[config.mk]
export PLATFORM = sky130hd
export DESIGN_NAME = stall_tracker
export DESIGN_NICKNAME = d
export VERILOG_FILES = /design/src/rtl/stall_trk_pkg.sv /design/src/rtl/stall_unit_decode.sv /design/src/rtl/stall_src_check.sv /design/src/rtl/stall_sat_add.sv /design/src/rtl/stall_tracker.sv
export SDC_FILE = /design/constraint.sdc
export NUM_CORES = 1
export LEC_CHECK = 0
export BUFFER_PORTS_ARGS = -buffer_cell sky130_fd_sc_hd__buf_2
export CAP_MARGIN = 40
export CORE_MARGIN = 4
export CORE_UTILIZATION = 45
export CTS_CLUSTER_DIAMETER = 40
export DETAILED_ROUTE_END_ITERATION = 6
export SLEW_MARGIN = 20
export SYNTH_ARGS = -nofsm -noshare
export SYNTH_HDL_FRONTEND = slang
export SYNTH_SLANG_ARGS = --single-unit
[constraint.sdc]
create_clock -name clk -period 15.64 [get_ports clk]
set_clock_uncertainty 0.15 [all_clocks]
set_input_delay 3.128 -clock clk [delete_from_list [all_inputs] [get_ports clk]]
set_output_delay 3.128 -clock clk [all_outputs]
set_load 0.02 [all_outputs]
[src/rtl/stall_trk_pkg.sv]
package stall_trk_pkg;

    typedef enum logic [2:0] {
        UNIT_EXEC   = 3'd0,
        UNIT_CMP    = 3'd1,
        UNIT_MAC    = 3'd2,
        UNIT_BRANCH = 3'd3,
        UNIT_LOAD   = 3'd4,
        UNIT_STORE  = 3'd5
    } unit_e;

    localparam int NSRC          = 2;
    localparam int STALL_PER_HIT = 2;
    localparam int BRANCH_PEN    = 2;

endpackage

[src/rtl/stall_unit_decode.sv]
module stall_unit_decode
    import stall_trk_pkg::*;
(
    input  logic [2:0]      unit_i,
    output logic [NSRC-1:0] chk_en_o,
    output logic            is_load_o,
    output logic            is_branch_o
);
    unit_e unit;

    always_comb begin
        unit        = unit_e'(unit_i);
        chk_en_o    = '0;
        is_load_o   = 1'b0;
        is_branch_o = 1'b0;
        case (unit)
            UNIT_EXEC, UNIT_CMP, UNIT_MAC: chk_en_o = '1;
            UNIT_BRANCH: begin
                chk_en_o[0] = 1'b1;
                is_branch_o = 1'b1;
            end
            UNIT_LOAD:  is_load_o = 1'b1;
            default:    chk_en_o = '0;
        endcase
    end
endmodule

[src/rtl/stall_src_check.sv]
module stall_src_check #(
    parameter int NUM_REGS      = 16,
    parameter int REG_W         = 4,
    parameter int NSRC          = 2,
    parameter int PEN_W         = 4,
    parameter int STALL_PER_HIT = 2
) (
    input  logic [NUM_REGS-1:0]   mask_i,
    input  logic [NSRC-1:0]       en_i,
    input  logic [NSRC*REG_W-1:0] idx_i,
    output logic [PEN_W-1:0]      stall_o
);
    logic [NSRC-1:0] hit;

    for (genvar g = 0; g < NSRC; g++) begin : g_src
        assign hit[g] = en_i[g] && mask_i[idx_i[g*REG_W +: REG_W]];
    end

    always_comb begin
        stall_o = '0;
        for (int k = 0; k < NSRC; k++) begin
            if (hit[k]) stall_o = stall_o + PEN_W'(STALL_PER_HIT);
        end
    end
endmodule

[src/rtl/stall_sat_add.sv]
module stall_sat_add #(
    parameter int W = 32
) (
    input  logic [W-1:0] a_i,
    input  logic [W-1:0] b_i,
    output logic [W-1:0] sum_o
);
    logic [W:0] full;

    always_comb begin
        full  = {1'b0, a_i} + {1'b0, b_i};
        sum_o = full[W] ? '1 : full[W-1:0];
    end
endmodule

[src/rtl/stall_tracker.sv]
module stall_tracker
    import stall_trk_pkg::*;
#(
    parameter int  NUM_REGS = 16,
    parameter int  CNT_W    = 32,
    parameter int  BASE_W   = 4,
    localparam int REG_W    = $clog2(NUM_REGS)
) (
    input  logic              clk,
    input  logic              rst_n,
    input  logic              ins_valid_i,
    input  logic              grp_first_i,
    input  logic              grp_last_i,
    input  logic [2:0]        unit_i,
    input  logic              src_a_en_i,
    input  logic [REG_W-1:0]  src_a_i,
    input  logic              src_b_en_i,
    input  logic [REG_W-1:0]  src_b_i,
    input  logic [REG_W-1:0]  load_dst_i,
    input  logic              br_taken_i,
    input  logic [BASE_W-1:0] base_cyc_i,
    output logic [CNT_W-1:0]  load_stall_cnt_o,
    output logic [CNT_W-1:0]  branch_stall_cnt_o,
    output logic [CNT_W-1:0]  taken_cnt_o,
    output logic [CNT_W-1:0]  untaken_cnt_o,
    output logic [CNT_W-1:0]  total_cycles_o,
    output logic [CNT_W-1:0]  group_cycles_o,
    output logic              group_done_o
);
    localparam int PEN_W = $clog2(NSRC*STALL_PER_HIT + 1);

    typedef struct packed {
        logic [NUM_REGS-1:0] pending;
        logic [NUM_REGS-1:0] active;
        logic [CNT_W-1:0]    ld_stall;
        logic [CNT_W-1:0]    br_stall;
        logic [CNT_W-1:0]    taken;
        logic [CNT_W-1:0]    untaken;
        logic [CNT_W-1:0]    total;
        logic [CNT_W-1:0]    grp_acc;
        logic [CNT_W-1:0]    grp_out;
        logic                grp_done;
    } state_t;

    state_t state_d, state_q;

    logic [NSRC-1:0]       chk_en;
    logic                  is_load;
    logic                  is_branch;
    logic [NSRC-1:0]       src_en;
    logic [NUM_REGS-1:0]   haz_mask;
    logic [PEN_W-1:0]      stall;
    logic [CNT_W-1:0]      cost;
    logic [CNT_W-1:0]      acc_base;
    logic [CNT_W-1:0]      acc_sum;
    logic [CNT_W-1:0]      ld_sum, br_sum, tk_sum, ut_sum, tot_sum;

    stall_unit_decode u_dec (
        .unit_i      (unit_i),
        .chk_en_o    (chk_en),
        .is_load_o   (is_load),
        .is_branch_o (is_branch)
    );

    // The opening instruction of a group is checked against the set it moves.
    assign haz_mask = grp_first_i ? state_q.pending : state_q.active;
    assign src_en   = chk_en & {src_b_en_i, src_a_en_i};

    stall_src_check #(
        .NUM_REGS      (NUM_REGS),
        .REG_W         (REG_W),
        .NSRC          (NSRC),
        .PEN_W         (PEN_W),
        .STALL_PER_HIT (STALL_PER_HIT)
    ) u_chk (
        .mask_i  (haz_mask),
        .en_i    (src_en),
        .idx_i   ({src_b_i, src_a_i}),
        .stall_o (stall)
    );

    always_comb begin
        cost = CNT_W'(base_cyc_i) + CNT_W'(stall);
        if (is_branch && br_taken_i) cost = cost + CNT_W'(BRANCH_PEN);
        acc_base = grp_first_i ? '0 : state_q.grp_acc;
    end

    stall_sat_add #(.W(CNT_W)) u_add_ld (
        .a_i(state_q.ld_stall), .b_i(CNT_W'(stall)), .sum_o(ld_sum));
    stall_sat_add #(.W(CNT_W)) u_add_br (
        .a_i(state_q.br_stall), .b_i(CNT_W'(BRANCH_PEN)), .sum_o(br_sum));
    stall_sat_add #(.W(CNT_W)) u_add_tk (
        .a_i(state_q.taken), .b_i(CNT_W'(1)), .sum_o(tk_sum));
    stall_sat_add #(.W(CNT_W)) u_add_ut (
        .a_i(state_q.untaken), .b_i(CNT_W'(1)), .sum_o(ut_sum));
    stall_sat_add #(.W(CNT_W)) u_add_acc (
        .a_i(acc_base), .b_i(cost), .sum_o(acc_sum));
    stall_sat_add #(.W(CNT_W)) u_add_tot (
        .a_i(state_q.total), .b_i(acc_sum), .sum_o(tot_sum));

    always_comb begin
        state_d          = state_q;
        state_d.grp_done = 1'b0;
        if (ins_valid_i) begin
            if (grp_first_i) begin
                state_d.active  = state_q.pending;
                state_d.pending = '0;
            end
            if (is_load) state_d.pending[load_dst_i] = 1'b1;
            state_d.ld_stall = ld_sum;
            if (is_branch) begin
                if (br_taken_i) begin
                    state_d.br_stall = br_sum;
                    state_d.taken    = tk_sum;
                end else begin
                    state_d.untaken  = ut_sum;
                end
            end
            state_d.grp_acc = acc_sum;
            if (grp_last_i) begin
                state_d.total    = tot_sum;
                state_d.grp_out  = acc_sum;
                state_d.grp_done = 1'b1;
            end
        end
    end

    always_ff @(posedge clk or negedge rst_n) begin
        if (!rst_n) state_q <= '0;
        else        state_q <= state_d;
    end

    assign load_stall_cnt_o   = state_q.ld_stall;
    assign branch_stall_cnt_o = state_q.br_stall;
    assign taken_cnt_o        = state_q.taken;
    assign untaken_cnt_o      = state_q.untaken;
    assign total_cycles_o     = state_q.total;
    assign group_cycles_o     = state_q.grp_out;
    assign group_done_o       = state_q.grp_done;
endmodule

==> run_results.csv, run 1 <==
group,metric,value,unit
synth,yosysSeqAreaShare,40.47,%
hold_path,timing.hold.worst.class,"register to register",
critical_path,ff2ff_path_depth,30,
die,core_area,0.03471,mm2
global_route,global_router_s_overall_resource_usage,19.65,%
sta,worstMarginPinSlew,0.8182,ns
critical_path,timing.critical_path.fanout_max,65,
outcome,status,"completed",
critical_path,rr_endpoint,"total_cycles_o[31]",
global_route,grt_start_max_net_pins,71,
synth,synth.yosys.warnings,0,
place,placement.cell_area,0.01612,mm2
global_route,via_count_of_the_first_global_routing_pass,11870,
critical_path,startpoint_type,"input port",
sta,post_route_minimum_period,11.18,ns
sta,relSlewSlack,44.95,%
critical_path,timing.critical_path.slowest_cell_delay,0.55,ns
power_and_ir_drop,power_switching,0.0008138,W
sta,final-hold-violation-count,0,
finish,diodes,0,
synth,synth.most_common_cell,"dfrtp_1",
global_route,grt_pass1_wl,62960,um
place,port-buffer-count,219,
clocking,clock_latency_on_the_worst_skew_pair,0.56,ns
drt,initial_drc_count,727,
die,initial_utilization,45.78,%
global_route,global_route.overflow_total,0,
global_route,grt_antenna_before_repair,1,
finish,non_filler_cell_area_final,0.01800,mm2
clocking,cts.repair_timing.setup_buffer_count,0,
drt,drt_drc_violations_left,0,
sta,timing.final.setup_violations,0,
synth,syn_area,0.01589,mm2
sta,timing.setup.tns,0,ns
clocking,clock_sink_count,257,
finish,final-seq-area,0.006431,mm2
sta,maxSlewViolCount,0,
clocking,cts.clk_slew.worst_paths,0.05,ns
critical_path,crit_path_end_kind,"register",
power_and_ir_drop,power.density,144.1,mW/mm2
drt,wl_per_cell,17.15,um
power_and_ir_drop,switching_share,31.38,%
drt,route.antenna.remaining_nets,0,
critical_path,critPathMostFrequentCell,"ha_1",
sta,timing.fmax,89.44,MHz
sta,rsz0062_at_grt,"no",
sta,final.period_utilization,71.49,%
synth,synthesized_area_per_cell,9.419,um2
synth,synthFlopType,"dfrtp_1",
clocking,htreeDepth,2,
clocking,clk_path_buf_depth,3,
finish,drive_gt1_share,22.20,%
drt,drt_pass1_iterations,5,
power_and_ir_drop,combPwrFrac,24.9,%
synth,synth_edf_count,0,
die,row_count,68,
synth,synth_largest_type_area_fraction,40.47,%
place,gp_routability_congestion,0.8886,
clocking,tritoncts,"yes",
critical_path,setup.reg_to_reg.worst_slack,7.17,ns
finish,fin_nets,1809,
hold_path,timing.hold.worst.start,"branch_stall_cnt_o[0]",
power_and_ir_drop,worst_ir_drop_vdd,0.0001006,V
drt,detail_route.vias_per_cell,5.388,
finish,fill_cell_instance_count_of_the_final_layout,3210,
drt,postRouteWirelength,38160,um
critical_path,timing.rr.start,"state_q[242]",
clocking,cts_root_buf,"clkbuf_16",
power_and_ir_drop,pwr-share-clk,44.1,%
finish,areaGrowthSynthToFinish,13.26,%
hold_path,hold-path-endpoint,"branch_stall_cnt_o[0]",
hold_path,hold_depth,1,
critical_path,required,15.94,ns
critical_path,worstSetupPathType,"input port to register",
flow_run,total_of_max_cap_violations,0,
synth,asyncSetResetFlopFracSynth,100.0,%
synth,yosys-top-cells-area,"dfrtp_1, buf_4, nand2_1",
synth,ys_seq_elements,257,
synth,mappedNetlistNets,1765,
power_and_ir_drop,p_int,0.001779,W
power_and_ir_drop,seq_power_share,31.0,%
clocking,holdBufCountCts,0,
synth,yosysTopAreaCell,"dfrtp_1",
die,die_height,195.9,um
drt,detailroute.via_count,11990,
clocking,cts_resized,0,
synth,most_frequent_cells_after_synthesis,"dfrtp_1, nand2_1, buf_4",
critical_path,slowest_stage_cell_crit_path,"mux4_2",
synth,netlist_instances,1687,
clocking,tritoncts.num_buffers,49,
critical_path,critPathArrivalTime,11.48,ns
synth,synth.lib_cells_used.distinct,79,
power_and_ir_drop,static-leakage-power,9.055,nW
die,die-area,0.03838,mm2
finish,multi_input_area,0.007611,mm2
place,detailed_place_hpwl,27270,um
die,ioPinCount,220,
die,die_w,195.9,um
[power by group through the flow]
stage / registers (W) / logic (W) / clock network [W]
2_1_floorplan: 0.000791 / 0.000557 / 0
3_3_place_gp: 0.000812 / 0.000635 / 0
3_5_place_dp: 0.000814 / 0.000644 / 0
4_1_cts: 0.000803 / 0.000649 / 0.00117
5_1_grt: 0.000812 / 0.000714 / 0.00121
6_report: 0.000803 / 0.000647 / 0.00114
[final cells by class]
class,count,share of cell area (%)
inverter,49,1.022
timing repair buffer,238,7.731
clock inverter,30,2.392
sequential,257,35.73
clock buffer,60,7.668
multi-input combinational,1136,42.29
tap,455,3.163
[worst max-delay path by stage]
stage / start / to / cells after the start
detailed placement: grp_first_i / total_cycles_o[30] / 32
global placement: grp_first_i / total_cycles_o[30] / 32
floorplan: grp_first_i / total_cycles_o[31] / 34
global route: grp_first_i / total_cycles_o[31] / 33
CTS: grp_first_i / total_cycles_o[31] / 32
finish: grp_first_i / total_cycles_o[31] / 33
[cell usage in the layout (no fill, tap or decap), types with 25 or more instances in the layout]
master,count
buf_2,218
o21ai_0,56
a21oi_1,62
mux2_2,25
xor2_1,75
inv_1,48
clkbuf_16,51
o22a_1,32
dfrtp_1,257
nand2_1,234
nor2_1,110
ha_1,47
xnor2_1,61
nand4_1,33
and3_1,41
a31oi_1,28
nand3_1,74
[metrics by stage]
stage	hold slack [ns]	util (%)	cells	setup slack (ns)	power (W)
final	0.3075	51.85	2225	4.459	0.002593
after global routing	0.3373	51.85	2225	3.908	0.002733
after CTS	0.3123	51.64	2222	4.212	0.002624
after detailed placement	0.2995	46.43	2132	3.633	0.001458
after global placement	0.2966	46.02	2126	3.943	0.001447
after floorplan	0.2859	-	1687	4.817	0.001348
[sequential cells by signal (all words and copies together) (netlist names)]
signal              count
branch_stall_cnt_o     32
group_cycles_o         32
group_done_o            1
load_stall_cnt_o       32
state_q                64
taken_cnt_o            32
total_cycles_o         32
untaken_cnt_o          32
[metal layers]
layer,vias up,routed length (um),track usage [%]
li1,5833,-,-
met1,5851,17470,27.02
met2,260,17870,31.83
met3,42,2218,4.379
met4,2,583,4.758
met5,-,13,0
[worst max-delay path, delay by kind of cell]
family	cells	cell delay (ns)
adder cells (fa/ha/maj)	6	2.00
AND/OR/NAND/NOR	5	0.98
buffers and inverters	6	0.96
AO/OA/AOI/OAI	13	3.18
multiplexers	3	1.18
[cell families after synthesis]
| logic type | count (synthesis) | synth area share [%] |
|---|---|---|
| compound gates | 283 | 12.13 |
| xor+xnor | 136 | 7.496 |
| simple gates | 600 | 18.13 |
| buf+inv | 294 | 11.63 |
| fa+ha+maj | 51 | 4.205 |
| flops | 257 | 40.47 |
| mux | 66 | 5.945 |
Note: power is estimated with default switching activity, not from simulation.
==> run 2: changes to the inputs <==
--- a/config.mk
+++ b/config.mk
@@ -11,6 +11,7 @@
 export CORE_UTILIZATION = 45
 export CTS_CLUSTER_DIAMETER = 40
 export DETAILED_ROUTE_END_ITERATION = 6
+export PLACE_DENSITY = 0.67
 export SLEW_MARGIN = 20
 export SYNTH_ARGS = -nofsm -noshare
 export SYNTH_HDL_FRONTEND = slang
==> constraint.sdc (replaced) <==
create_clock -name clk -period 10 [get_ports clk]
set_clock_uncertainty 0.15 [all_clocks]
set_input_delay 2 -clock clk [delete_from_list [all_inputs] [get_ports clk]]
set_output_delay 2 -clock clk [all_outputs]
set_load 0.02 [all_outputs]
==> run_results.csv, run 2 (synthesis gave the netlist of run 1 again) <==
group,metric,value,unit
outcome,status,"completed",
global_route,global_router_s_overall_resource_usage,19.68,%
clocking,clock_latency_on_the_worst_skew_pair,0.58,ns
clocking,cts.repair_timing.setup_buffer_count,0,
hold_path,timing.hold.worst.class,"register to register",
finish,drive_gt1_share,22.38,%
die,ioPinCount,220,
critical_path,crit_path_end_kind,"register",
critical_path,worstSetupPathType,"input port to register",
place,detailed_place_hpwl,27240,um
clocking,clock_sink_count,257,
place,gp_routability_congestion,0.8953,
sta,timing.fmax,106.0,MHz
finish,post_layout_nonfiller_instances,2236,
sta,holdWs,0.3164,ns
drt,drt_pass1_iterations,5,
clocking,tritoncts.num_buffers,46,
finish,top_register,"state_q",
drt,wl_per_cell,17.13,um
sta,worstMarginPinSlew,0.9524,ns
critical_path,rr_endpoint,"total_cycles_o[30]",
global_route,grt_pass1_wl,62980,um
finish,non_filler_cell_area_final,0.01778,mm2
critical_path,setup.reg_to_reg.worst_slack,2.11,ns
sta,timing.final.setup_violations,0,
clocking,htreeDepth,2,
hold_path,hold-path-endpoint,"branch_stall_cnt_o[0]",
sta,post_route_minimum_period,9.430,ns
sta,final-hold-violation-count,0,
finish,fill_cell_instance_count_of_the_final_layout,3186,
critical_path,timing.critical_path.fanout_max,17,
clocking,cts_resized,0,
clocking,tritoncts,"yes",
drt,drt_drc_violations_left,0,
power_and_ir_drop,power.density,216.6,mW/mm2
place,post-place-ws,0.03274,ns
finish,areaGrowthSynthToFinish,11.92,%
drt,detailroute.via_count,12230,
global_route,global_route.overflow_total,0,
critical_path,timing.rr.start,"state_q[256]",
die,die_w,195.9,um
sta,timing.setup.tns,0,ns
global_route,via_count_of_the_first_global_routing_pass,12110,
power_and_ir_drop,worst_ir_drop_vdd,0.0001440,V
critical_path,required,10.28,ns
finish,final_common_cell,"dfrtp_1",
sta,final.period_utilization,94.30,%
finish,fin_nets,1814,
die,row_count,68,
critical_path,ff2ff_path_depth,33,
clocking,holdBufCountCts,0,
drt,initial_drc_count,752,
sta,relSlewSlack,36.50,%
die,die-area,0.03838,mm2
drt,postRouteWirelength,38310,um
die,die_height,195.9,um
sta,post-route-worst-setup-slack,0.5699,ns
place,placed_cells,2141,
clocking,cts.clk_slew.worst_paths,0.06,ns
clocking,clk_path_buf_depth,3,
place,placement.cell_area,0.01614,mm2
flow_run,total_of_max_cap_violations,0,
sta,rsz0062_at_grt,"no",
critical_path,slowest_stage_cell_crit_path,"mux4_2",
die,core_area,0.03471,mm2
drt,detail_route.vias_per_cell,5.469,
critical_path,timing.critical_path.slowest_cell_delay,0.56,ns
drt,route.antenna.remaining_nets,0,
clocking,cts_root_buf,"clkbuf_16",
finish,layout.cells.most_common_list,"dfrtp_1, nand2_1, buf_2, nor2_1, xor2_1",
die,initial_utilization,45.78,%
hold_path,hold_depth,1,
hold_path,timing.hold.worst.start,"branch_stall_cnt_o[0]",
critical_path,critPathArrivalTime,9.71,ns
sta,maxSlewViolCount,0,
place,port-buffer-count,219,
critical_path,startpoint_type,"input port",
global_route,grt_antenna_before_repair,10,
critical_path,critPathMostFrequentCell,"ha_1",
global_route,grt_start_max_net_pins,139,
power_and_ir_drop,static-leakage-power,8.961,nW
finish,largest_register_ff_count,64,
## run 2: report_power, final
group          internal [W]  total, W  switching, W
Clock              0.000990   0.00159      0.000598
Combinational      0.000418   0.00101      0.000593
Sequential          0.00115   0.00125      0.000103
## run 2: critical path, delay by kind of cell
kind / cells / cell delay [ns]
mux: 3 / 1.31
buf+inv: 5 / 0.65
compound gates: 10 / 2.36
simple gates: 9 / 1.36
fa+ha+maj: 7 / 2.01
## run 2: layout make-up
| type | count | area, um2 | area share [%] |
|---|---|---|---|
| Inverter | 49 | 183.9 | 1.034 |
| Multi-Input combinational cell | 1136 | 7611 | 42.80 |
| Clock inverter | 35 | 380.4 | 2.139 |
| Tap cell | 455 | 569.3 | 3.201 |
| Timing Repair Buffer | 246 | 1391 | 7.823 |
| Clock buffer | 51 | 1200 | 6.747 |
| Sequential cell | 257 | 6431 | 36.16 |
| Antenna cell | 7 | 17.52 | 0.09849 |
## run 2: per-stage QoR
step,utilization (%),total power (W)
5_1_grt,51.22,0.004065
6_report,51.23,0.003853
3_5_place_dp,46.51,0.002280
3_3_place_gp,46.33,0.002255
4_1_cts,51.06,0.003896
2_1_floorplan,-,0.002109
## run 2: how the worst max path moves through the flow
stage | from | endpoint | cells past startpoint
3_5_place_dp | grp_first_i | total_cycles_o[30] | 34
2_1_floorplan | grp_first_i | total_cycles_o[31] | 34
4_1_cts | grp_first_i | total_cycles_o[30] | 34
5_1_grt | grp_first_i | total_cycles_o[30] | 32
6_report | grp_first_i | total_cycles_o[30] | 34
3_3_place_gp | grp_first_i | total_cycles_o[30] | 32
## run 2: metal layers
layer	up-vias	wire [um]	track usage (%)
met3	82	2357	4.705
met5	-	61	0
met1	5974	16760	25.98
met4	10	1243	7.499
li1	5836	-	-
met2	326	17890	31.59
==> run 3: changes to the inputs <==
--- a/config.mk
+++ b/config.mk
@@ -5,6 +5,7 @@
 export SDC_FILE = /design/constraint.sdc
 export NUM_CORES = 1
 export LEC_CHECK = 0
+export ABC_AREA = 1
 export BUFFER_PORTS_ARGS = -buffer_cell sky130_fd_sc_hd__buf_2
 export CAP_MARGIN = 40
 export CORE_MARGIN = 4
==> run_results.csv, run 3 <==
group,metric,value,unit
sta,timing.setup.tns,0,ns
die,row_count,74,
global_route,global_route.overflow_total,0,
die,core_area,0.04111,mm2
outcome,status,"completed",
synth,synth.lib_cells_used.distinct,49,
synth,synth_largest_type_area_fraction,34.13,%
die,die-area,0.04521,mm2
place,placed_cells,3288,
synth,yosys-top-cells-area,"dfrtp_1, nand2_1, buf_4",
synth,xor_and_xnor_fraction_of_the_mapped_netlist_area,2.928,%
sta,maxSlewViolCount,0,
synth,synth_area_in_compound_gates,5.372,%
synth,most_frequent_cells_after_synthesis,"nand2_1, inv_1, dfrtp_1",
place,gp_routability_congestion,0.9701,
clocking,cts_root_buf,"clkbuf_16",
synth,combinational_family_with_the_most_area_after_synthesis,"simple AND/OR/NAND/NOR gates",
die,initial_utilization,45.83,%
drt,initial_drc_count,1300,
power_and_ir_drop,power_switching,0.001401,W
power_and_ir_drop,p_int,0.002514,W
synth,synth_edf_count,0,
flow_run,total_of_max_cap_violations,0,
synth,synthFlopType,"dfrtp_1",
global_route,grt_start_max_net_pins,81,
global_route,via_count_of_the_first_global_routing_pass,16730,
sta,post-route-worst-setup-slack,1.172,ns
critical_path,required,10.31,ns
power_and_ir_drop,power.total,0.003915,W
drt,detailroute.via_count,17440,
place,post-place-ws,0.6388,ns
critical_path,worstSetupPathType,"input port to register",
clocking,cts.repair_timing.setup_buffer_count,0,
finish,fin_nets,2887,
synth,yosysSeqAreaShare,34.13,%
synth,synth-adder-area-share,3.546,%
critical_path,critPathMostFrequentCell,"nand2_1",
synth,yosysTopAreaCell,"dfrtp_1",
power_and_ir_drop,combPwrFrac,24.9,%
synth,ys_seq_elements,257,
global_route,grt_antenna_before_repair,11,
synth,mappedNetlistNets,2847,
place,detailed_place_hpwl,41340,um
critical_path,critPathArrivalTime,9.14,ns
critical_path,timing.critical_path.slowest_cell_delay,0.63,ns
synth,asyncSetResetFlopFracSynth,100.0,%
finish,areaGrowthSynthToFinish,10.41,%
clocking,clock_sink_count,257,
sta,post_route_minimum_period,8.828,ns
clocking,htreeDepth,2,
clocking,holdBufCountCts,0,
power_and_ir_drop,worst_ir_drop_vdd,0.0001370,V
drt,drt_pass1_iterations,7,
sta,timing.fmax,113.3,MHz
sta,final-hold-violation-count,0,
finish,largest_register_ff_count,64,
synth,synth.most_common_cell,"nand2_1",
finish,final_common_cell,"nand2_1",
die,die_w,212.6,um
power_and_ir_drop,static-leakage-power,11.04,nW
power_and_ir_drop,pwr-share-clk,43.3,%
critical_path,worst-path-buf-inv,8,
power_and_ir_drop,power.density,188.2,mW/mm2
critical_path,crit_path_end_kind,"register",
critical_path,startpoint_type,"input port",
synth,synthesized_area_per_cell,6.805,um2
finish,layout.cells.most_common_list,"nand2_1, inv_1, dfrtp_1, nor2_1, nand3_1",
synth,syn_area,0.01884,mm2
clocking,tritoncts,"yes",
finish,non_filler_cell_area_final,0.02080,mm2
die,ioPinCount,220,
place,port-buffer-count,219,
finish,post_layout_nonfiller_instances,3386,
place,placement.cell_area,0.01903,mm2
finish,drive_gt1_share,15.12,%
clocking,clk_path_buf_depth,3,
drt,postRouteWirelength,54420,um
sta,relSlewSlack,43.90,%
sta,final.period_utilization,88.28,%
drt,drt_drc_violations_left,0,
drt,route.antenna.remaining_nets,0,
power_and_ir_drop,switching_share,35.80,%
critical_path,slowest_stage_cell_crit_path,"a21oi_1",
synth,synth.area.mux_share,0,%
drt,detail_route.vias_per_cell,5.152,
global_route,global_router_s_overall_resource_usage,23.67,%
global_route,grt_pass1_wl,86850,um
sta,timing.final.setup_violations,0,
critical_path,timing.critical_path.fanout_max,40,
clocking,tritoncts.num_buffers,49,
sta,worstMarginPinSlew,0.8350,ns
synth,synthSimpleGateAreaFrac,37.57,%
power_and_ir_drop,seq_power_share,31.8,%
critical_path,path_delay_family,"adder cells",
clocking,cts.clk_slew.worst_paths,0.05,ns
clocking,clock_latency_on_the_worst_skew_pair,0.59,ns
clocking,cts_resized,0,
drt,wl_per_cell,16.07,um
sta,rsz0062_at_grt,"no",
finish,top_register,"state_q",
hold_path,timing.hold.worst.class,"register to register",
synth,synth.yosys.warnings,0,
synth,netlist_instances,2769,
die,die_height,212.6,um
-- run 3: cell types whose count changed in the layout (fill, tap and decap cells not counted), sizes merged, moves of 20 or more --
cell,change
mux4,-20
xor2,-27
nor2,+159
mux2,-27
nor3,+60
o21ai,+66
and3,-40
a21oi,-24
xnor2,-46
a31oi,-25
o22a,-32
nand2,+661
inv,+318
nand3,+175
-- run 3: tightest hold or removal path, delay by kind of cell (launching register included) --
kind	cells	cell delay (ns)
buffers and inverters	1	0.04
DFF	1	0.34
and+or+nand+nor	1	0.05
-- run 3: stage by stage --
stage          hold slack [ns]  utilization [%]
2_1_floorplan           0.2858                -
6_report                0.3170            50.60
3_5_place_dp            0.3104            46.30
3_3_place_gp            0.2955            46.13
4_1_cts                 0.3235            50.44
5_1_grt                 0.3379            50.60
-- run 3: final timing paths --
| path | startpoint | end | slack, ns | cells past startpoint |
|---|---|---|---|---|
| worst max-delay path | grp_first_i | total_cycles_o[26] | 1.17 | 39 |
| worst min-delay path | branch_stall_cnt_o[0] | branch_stall_cnt_o[0] | 0.32 | 2 |
| worst max register to register | state_q[242] | total_cycles_o[26] | 2.89 | 38 |
| worst min register to register | branch_stall_cnt_o[0] | branch_stall_cnt_o[0] | 0.32 | 2 |
| max in group asynchronous | rst_n | state_q[232] | 7.41 | 3 |
| min in group asynchronous | rst_n | total_cycles_o[3] | 1.20 | 1 |
-- run 3: logic make-up after synthesis --
| family | count (synthesis) |
|---|---|
| fa+ha+maj | 51 |
| buf+inv | 611 |
| compound gates | 190 |
| xor+xnor | 63 |
| flops | 257 |
| simple gates | 1597 |
-- run 3: power groups by stage --
stage | logic (W) | registers (W) | clock network [W]
3_5_place_dp | 0.000970 | 0.00126 | 0
6_report | 0.000975 | 0.00124 | 0.00170
4_1_cts | 0.000973 | 0.00124 | 0.00173
5_1_grt | 0.00110 | 0.00125 | 0.00178
2_1_floorplan | 0.000814 | 0.00122 | 0
3_3_place_gp | 0.000957 | 0.00126 | 0
-- run 3: routing by layer --
| metal | global-route usage, % | share of wire [%] | routed length, um | vias up |
|---|---|---|---|---|
| li1 | - | - | - | 8640 |
| met1 | 30.30 | 43 | 23270 | 8162 |
| met2 | 39.70 | 47 | 25800 | 513 |
| met3 | 4.589 | 6.1 | 3299 | 117 |
| met4 | 9.263 | 3.6 | 1981 | 12 |
| met5 | 0 | 0.13 | 69 | - |
-- run 3: final cells by class --
cell class	instances	area, um2
Multi-Input combinational cell	1901	9310
Inverter	365	1375
Tap cell	532	665.6
Timing Repair Buffer	235	1308
Antenna cell	4	10.01
Sequential cell	257	6431
Fill cell	4113	20310
Clock inverter	37	414.1
Clock buffer	55	1289
